**src/rtl/fzt_pkg.sv**
```systemverilog
package fzt_pkg;

   // Encoding classes for an extended-precision operand
   typedef enum logic [2:0] {
      FZT_ZERO   = 3'd0,
      FZT_DENORM = 3'd1,
      FZT_NORMAL = 3'd2,
      FZT_INF    = 3'd3,
      FZT_NAN    = 3'd4,
      FZT_UNSUP  = 3'd5
   } fzt_class_e;

   // Full result word carried from the encoder to the output register
   typedef struct packed {
      logic c3;
      logic c2;
      logic c1;
      logic c0;
      logic inv;
      logic und;
      logic den;
   } fzt_flags_t;

   localparam fzt_flags_t FZT_FLAGS_CLEAR = '0;

endpackage

```
**src/rtl/fzt_nz_detect.sv**
```systemverilog
// Wide nonzero detector built as lanes of OR reductions followed by a final OR.
module fzt_nz_detect #(
   parameter int W      = 63,
   parameter int LANE_W = 16
) (
   input  logic [W-1:0] vec,
   output logic         nonzero
);
   localparam int NLANES = (W + LANE_W - 1) / LANE_W;
   localparam int PAD_W  = NLANES * LANE_W;

   if (W < 1)      begin : g_chk_w    $error("fzt_nz_detect: W must be at least 1");      end
   if (LANE_W < 1) begin : g_chk_lane $error("fzt_nz_detect: LANE_W must be at least 1"); end

   logic [PAD_W-1:0]  padded;
   logic [NLANES-1:0] lane_any;

   assign padded = PAD_W'(vec);

   for (genvar i = 0; i < NLANES; i++) begin : g_lane
      assign lane_any[i] = |padded[i*LANE_W +: LANE_W];
   end

   assign nonzero = |lane_any;
endmodule

```
**src/rtl/fzt_classify.sv**
```systemverilog
// Splits the operand into fields and names its encoding class.
module fzt_classify
   import fzt_pkg::*;
#(
   parameter int EXP_W  = 15,
   parameter int MAN_W  = 64,
   parameter int LANE_W = 16,
   localparam int OP_W  = 1 + EXP_W + MAN_W
) (
   input  logic [OP_W-1:0] operand,
   output fzt_class_e      op_class,
   output logic            op_sign
);
   localparam int FRAC_W = MAN_W - 1;

   if (EXP_W < 2) begin : g_chk_exp $error("fzt_classify: EXP_W must be at least 2"); end
   if (MAN_W < 2) begin : g_chk_man $error("fzt_classify: MAN_W must be at least 2"); end

   logic [EXP_W-1:0]  exp_f;
   logic              int_bit;
   logic [FRAC_W-1:0] frac_f;
   logic              frac_nz;
   logic              exp_zero;
   logic              exp_ones;

   assign op_sign  = operand[OP_W-1];
   assign exp_f    = operand[OP_W-2 -: EXP_W];
   assign int_bit  = operand[MAN_W-1];
   assign frac_f   = operand[FRAC_W-1:0];
   assign exp_zero = (exp_f == '0);
   assign exp_ones = (exp_f == '1);

   fzt_nz_detect #(.W(FRAC_W), .LANE_W(LANE_W)) u_frac_nz (
      .vec     (frac_f),
      .nonzero (frac_nz)
   );

   always_comb begin
      if (exp_zero) begin
         // pseudo-denormals (integer bit set) are nonzero denormals too
         op_class = (int_bit || frac_nz) ? FZT_DENORM : FZT_ZERO;
      end else if (!int_bit) begin
         op_class = FZT_UNSUP;
      end else if (exp_ones) begin
         op_class = frac_nz ? FZT_NAN : FZT_INF;
      end else begin
         op_class = FZT_NORMAL;
      end
   end
endmodule

```
**config.mk**
```make
export PLATFORM = sky130hd
export DESIGN_NAME = fzt_classify
export DESIGN_NICKNAME = d
export VERILOG_FILES = /design/src/rtl/fzt_pkg.sv /design/src/rtl/fzt_nz_detect.sv /design/src/rtl/fzt_classify.sv
export SDC_FILE = /design/constraint.sdc
export NUM_CORES = 1
export LEC_CHECK = 0
export CORE_AREA = 5 5 42 44
export DETAILED_ROUTE_END_ITERATION = 7
export DIE_AREA = 0 0 47 49
export DONT_BUFFER_PORTS = 1
export PLACE_DENSITY_LB_ADDON = 0.05
export SLEW_MARGIN = 20
export SYNTH_ARGS = -nofsm -noshare
export SYNTH_HDL_FRONTEND = slang
export SYNTH_HIERARCHICAL = 1
export SYNTH_SLANG_ARGS = --single-unit
```
**constraint.sdc**
```tcl
create_clock -name vclk -period 1.95
set_clock_uncertainty 0.2 [all_clocks]
set_input_delay 0.195 -clock vclk [all_inputs]
set_output_delay 0.195 -clock vclk [all_outputs]
set_load 0.02 [all_outputs]
```
==> tab_implementation.tex <==
\begin{tabular}{lr}
\hline
Metric & Value \\
\hline
\multicolumn{2}{l}{\textbf{Synthesis}} \\
\quad Largest cells by area after synthesis & sky130\_fd\_sc\_hd\_\_nor4\_1 (41\%), sky130\_fd\_sc\_hd\_\_nand4\_1 (17\%), sky130\_fd\_sc\_hd\_\_nor4\_2 (9.8\%) \\
\quad Count of synthesis-stage warnings from yosys & 6 \\
\quad Synth Cell Area & 256 µm² \\
\quad Share of synthesized area occupied by flip-flops and latches & 0\% \\
\quad Mapped Avg Cell Area & about 6.6 µm² \\
\quad Net count after synthesis & approximately 120 \\
\quad Top-area cell type share of the netlist area & 41.5\% \\
\quad Gate count of the mapped netlist & 39 \\
\quad Post-synthesis cell type with the largest combined area & sky130\_fd\_sc\_hd\_\_nor4\_1 \\
\quad Number of distinct library cell variants in the gate-level netlist after synthesis & 14 \\
\multicolumn{2}{l}{\textbf{Worst setup path}} \\
\quad Chain of cells forming the critical path & nor4\_2 > nand4\_1 > or4\_4 > nand2b\_4 > a31oi\_4 \\
\quad Crit path max-delay family & simple AND/OR/NAND/NOR gates \\
\quad Critical path buffer and inverter count & 0 \\
\quad Critical Setup Path Class & input port to primary output \\
\quad Critical-path maximum fanout & 3 \\
\quad Delay of the slowest cell on the worst path & around 570 ps \\
\quad CP endpoint kind & primary output \\
\quad Depth of the critical timing path with buffers and inverters included & 5 \\
\quad Kind of launch point of the worst setup path & input port \\
\quad Crit path arrival time & between 1500 and 2000 ps \\
\quad Slowest cell on the critical path & sky130\_fd\_sc\_hd\_\_or4\_4 \\
\quad WP data required & roughly 1600 ps \\
\multicolumn{2}{l}{\textbf{Floorplan}} \\
\quad Effective utilization at floorplan & around 18\% \\
\quad Area of the die & around 2300 µm² \\
\quad Horizontal die dimension & 47 µm \\
\quad Top-level port count & 84 \\
\quad Placeable Area & approximately 1400 µm² \\
\quad Floorplan row count & 14 \\
\quad Vertical die dimension & 49 µm \\
\multicolumn{2}{l}{\textbf{Timing}} \\
\quad Period minus WS final & between 1500 and 2000 ps \\
\quad Maximum frequency from static timing analysis & approximately 0.52 GHz \\
\quad Setup TNS after final layout & 0 ps \\
\quad Final number of hold-violating endpoints & 0 \\
\quad Final worst-path cycle share & between 90\% and 100\% \\
\quad Headroom to the max-slew limit & a little over two thirds \\
\quad RSZ-0062 raised after global routing & yes \\
\quad Least-Margin Pin Slew & around 450 ps \\
\quad Final-report setup violation count & 0 \\
\quad Worst Setup Slack, final & about 29 ps \\
\quad Number of max-slew violations in the final report & 0 \\
\multicolumn{2}{l}{\textbf{Placed design}} \\
\quad Input/output buffers & 0 \\
\quad Routability congestion estimate from global placement & 0.738 \\
\quad Worst slack at placement & -139 ps \\
\multicolumn{2}{l}{\textbf{Route}} \\
\quad Post-detailed-routing wire length & between 1500 and 2000 µm \\
\quad Iteration-0 DRC Markers & 1 \\
\quad Per-cell via count in the routed design & around 7 \\
\quad Number of DRC violations after detailed routing & 0 \\
\quad Post-DRT Antenna Nets & 0 \\
\quad Vias & a little over 400 \\
\quad Iteration count of the initial detailed-routing pass & 2 \\
\quad Wirelength per Cell & $\sim$27 µm \\
\multicolumn{2}{l}{\textbf{Cells and area}} \\
\quad Clkbuf count & 0 \\
\quad End-of-flow core utilization & a little under a third \\
\quad \# nets final & about 120 \\
\quad Layout cells sized above 1 & between 50\% and 60\% \\
\quad Most frequent standard cell in the layout excluding fill and tap cells & sky130\_fd\_sc\_hd\_\_nor4\_2 \\
\quad Top library cells by usage in the layout, fill and taps aside & sky130\_fd\_sc\_hd\_\_nor4\_2 (8), sky130\_fd\_sc\_hd\_\_nand4\_1 (7), sky130\_fd\_sc\_hd\_\_nor4\_1 (6) \\
\quad Storage element area & 0 µm² \\
\quad Antenna fix cells & 0 \\
\quad Layout sequential cell count & 0 \\
\quad Synth-to-Final Area Change & 72.2\% \\
\multicolumn{2}{l}{\textbf{Power and ir drop}} \\
\quad Max IR drop VDD & 0.0000155 V \\
\quad Leak & a little over 0.08 nW \\
\quad Ratio of total power to cell area & approximately 67 nW/µm² \\
\quad Final Power & 0.0000297 W \\
\multicolumn{2}{l}{\textbf{GRT}} \\
\quad Number of global-route vias before repair & 444 \\
\quad First-pass GRT wire length & slightly below 2000 µm \\
\quad Overall global routing resource usage & approximately a tenth \\
\quad Number of antenna violations at the first check in global routing & 0 \\
\quad Largest net degree at the start of global routing & 5 \\
\quad Total global routing overflow & 0 \\
\multicolumn{2}{l}{\textbf{Worst hold path}} \\
\quad Path category of the worst min-delay check & input port to primary output \\
\quad WHS Path Cells & 0 \\
\multicolumn{2}{l}{\textbf{Job}} \\
\quad Maximum capacitance violations & 0 \\
\multicolumn{2}{l}{\textbf{CTS}} \\
\quad Post-CTS setup-driven buffer insertion count & 0 \\
\multicolumn{2}{l}{\textbf{Status}} \\
\quad Run status & completed \\
\hline
\end{tabular}
==> path summary, 6_finish.rpt <==
path / startpoint / end / slack [ps]
setup / recovery: operand[55] / op_class[0] / 30
hold / removal: operand[79] / op_sign / 190
==> per-layer routing <==
layer	track usage [%]	routed length, µm	vias to the layer above	share of wire, %
met5	0	0	-	0
met4	0.922	0	0	0
met3	3.69	281	0	18
met2	20.8	877	40	57
met1	9.78	372	183	24
li1	-	-	181	-
==> power breakdown <==
group	total (W)	switching (W)	internal, W
logic	0.0000297	0.0000109	0.0000189
clock network	0	0	0
registers	0	0	0
total	0.0000297	0.0000109	0.0000189
==> what timing repair did <==
item	4_1_cts	5_1_grt
gates resized for setup	9	15
endpoints found under the setup margin	3	3
pin swaps	1	3
hold buffers	0	0
==> cell usage after synthesis (all sizes together) <==
cell type   n
inv         1
nor2        1
nand4       8
a21boi      1
and2        1
buf         1
nand2b      1
nor4       19
a31oi       1
nand3       1
nor3        3
or4         1
==> area by class of cell <==
cell class | instances | area (µm²)
multi-input cells | 37 | 403
fillers | 154 | 960
inverters | 1 | 3.75
well taps | 16 | 20.0
repair buffers | 2 | 15.0
==> kinds of logic (layout without fill, tap and decap cells) <==
kind of cell	Yosys count	in the layout	synth area share [%]
AOI/OAI and AO/OA	2	2	5.37
and+or+nand+nor	35	35	90.2
buffers and inverters	2	3	4.39
==> metrics by stage <==
step / std cells / hold slack, ps / area (µm²)
floorplan: 39 / 280 / 272
global placement: 56 / 190 / 299
detailed placement: 56 / 190 / 299
CTS: 56 / 190 / 340
global route: 56 / 190 / 442
finish: 56 / 190 / 442
Note: power is estimated with default switching activity, not from simulation.
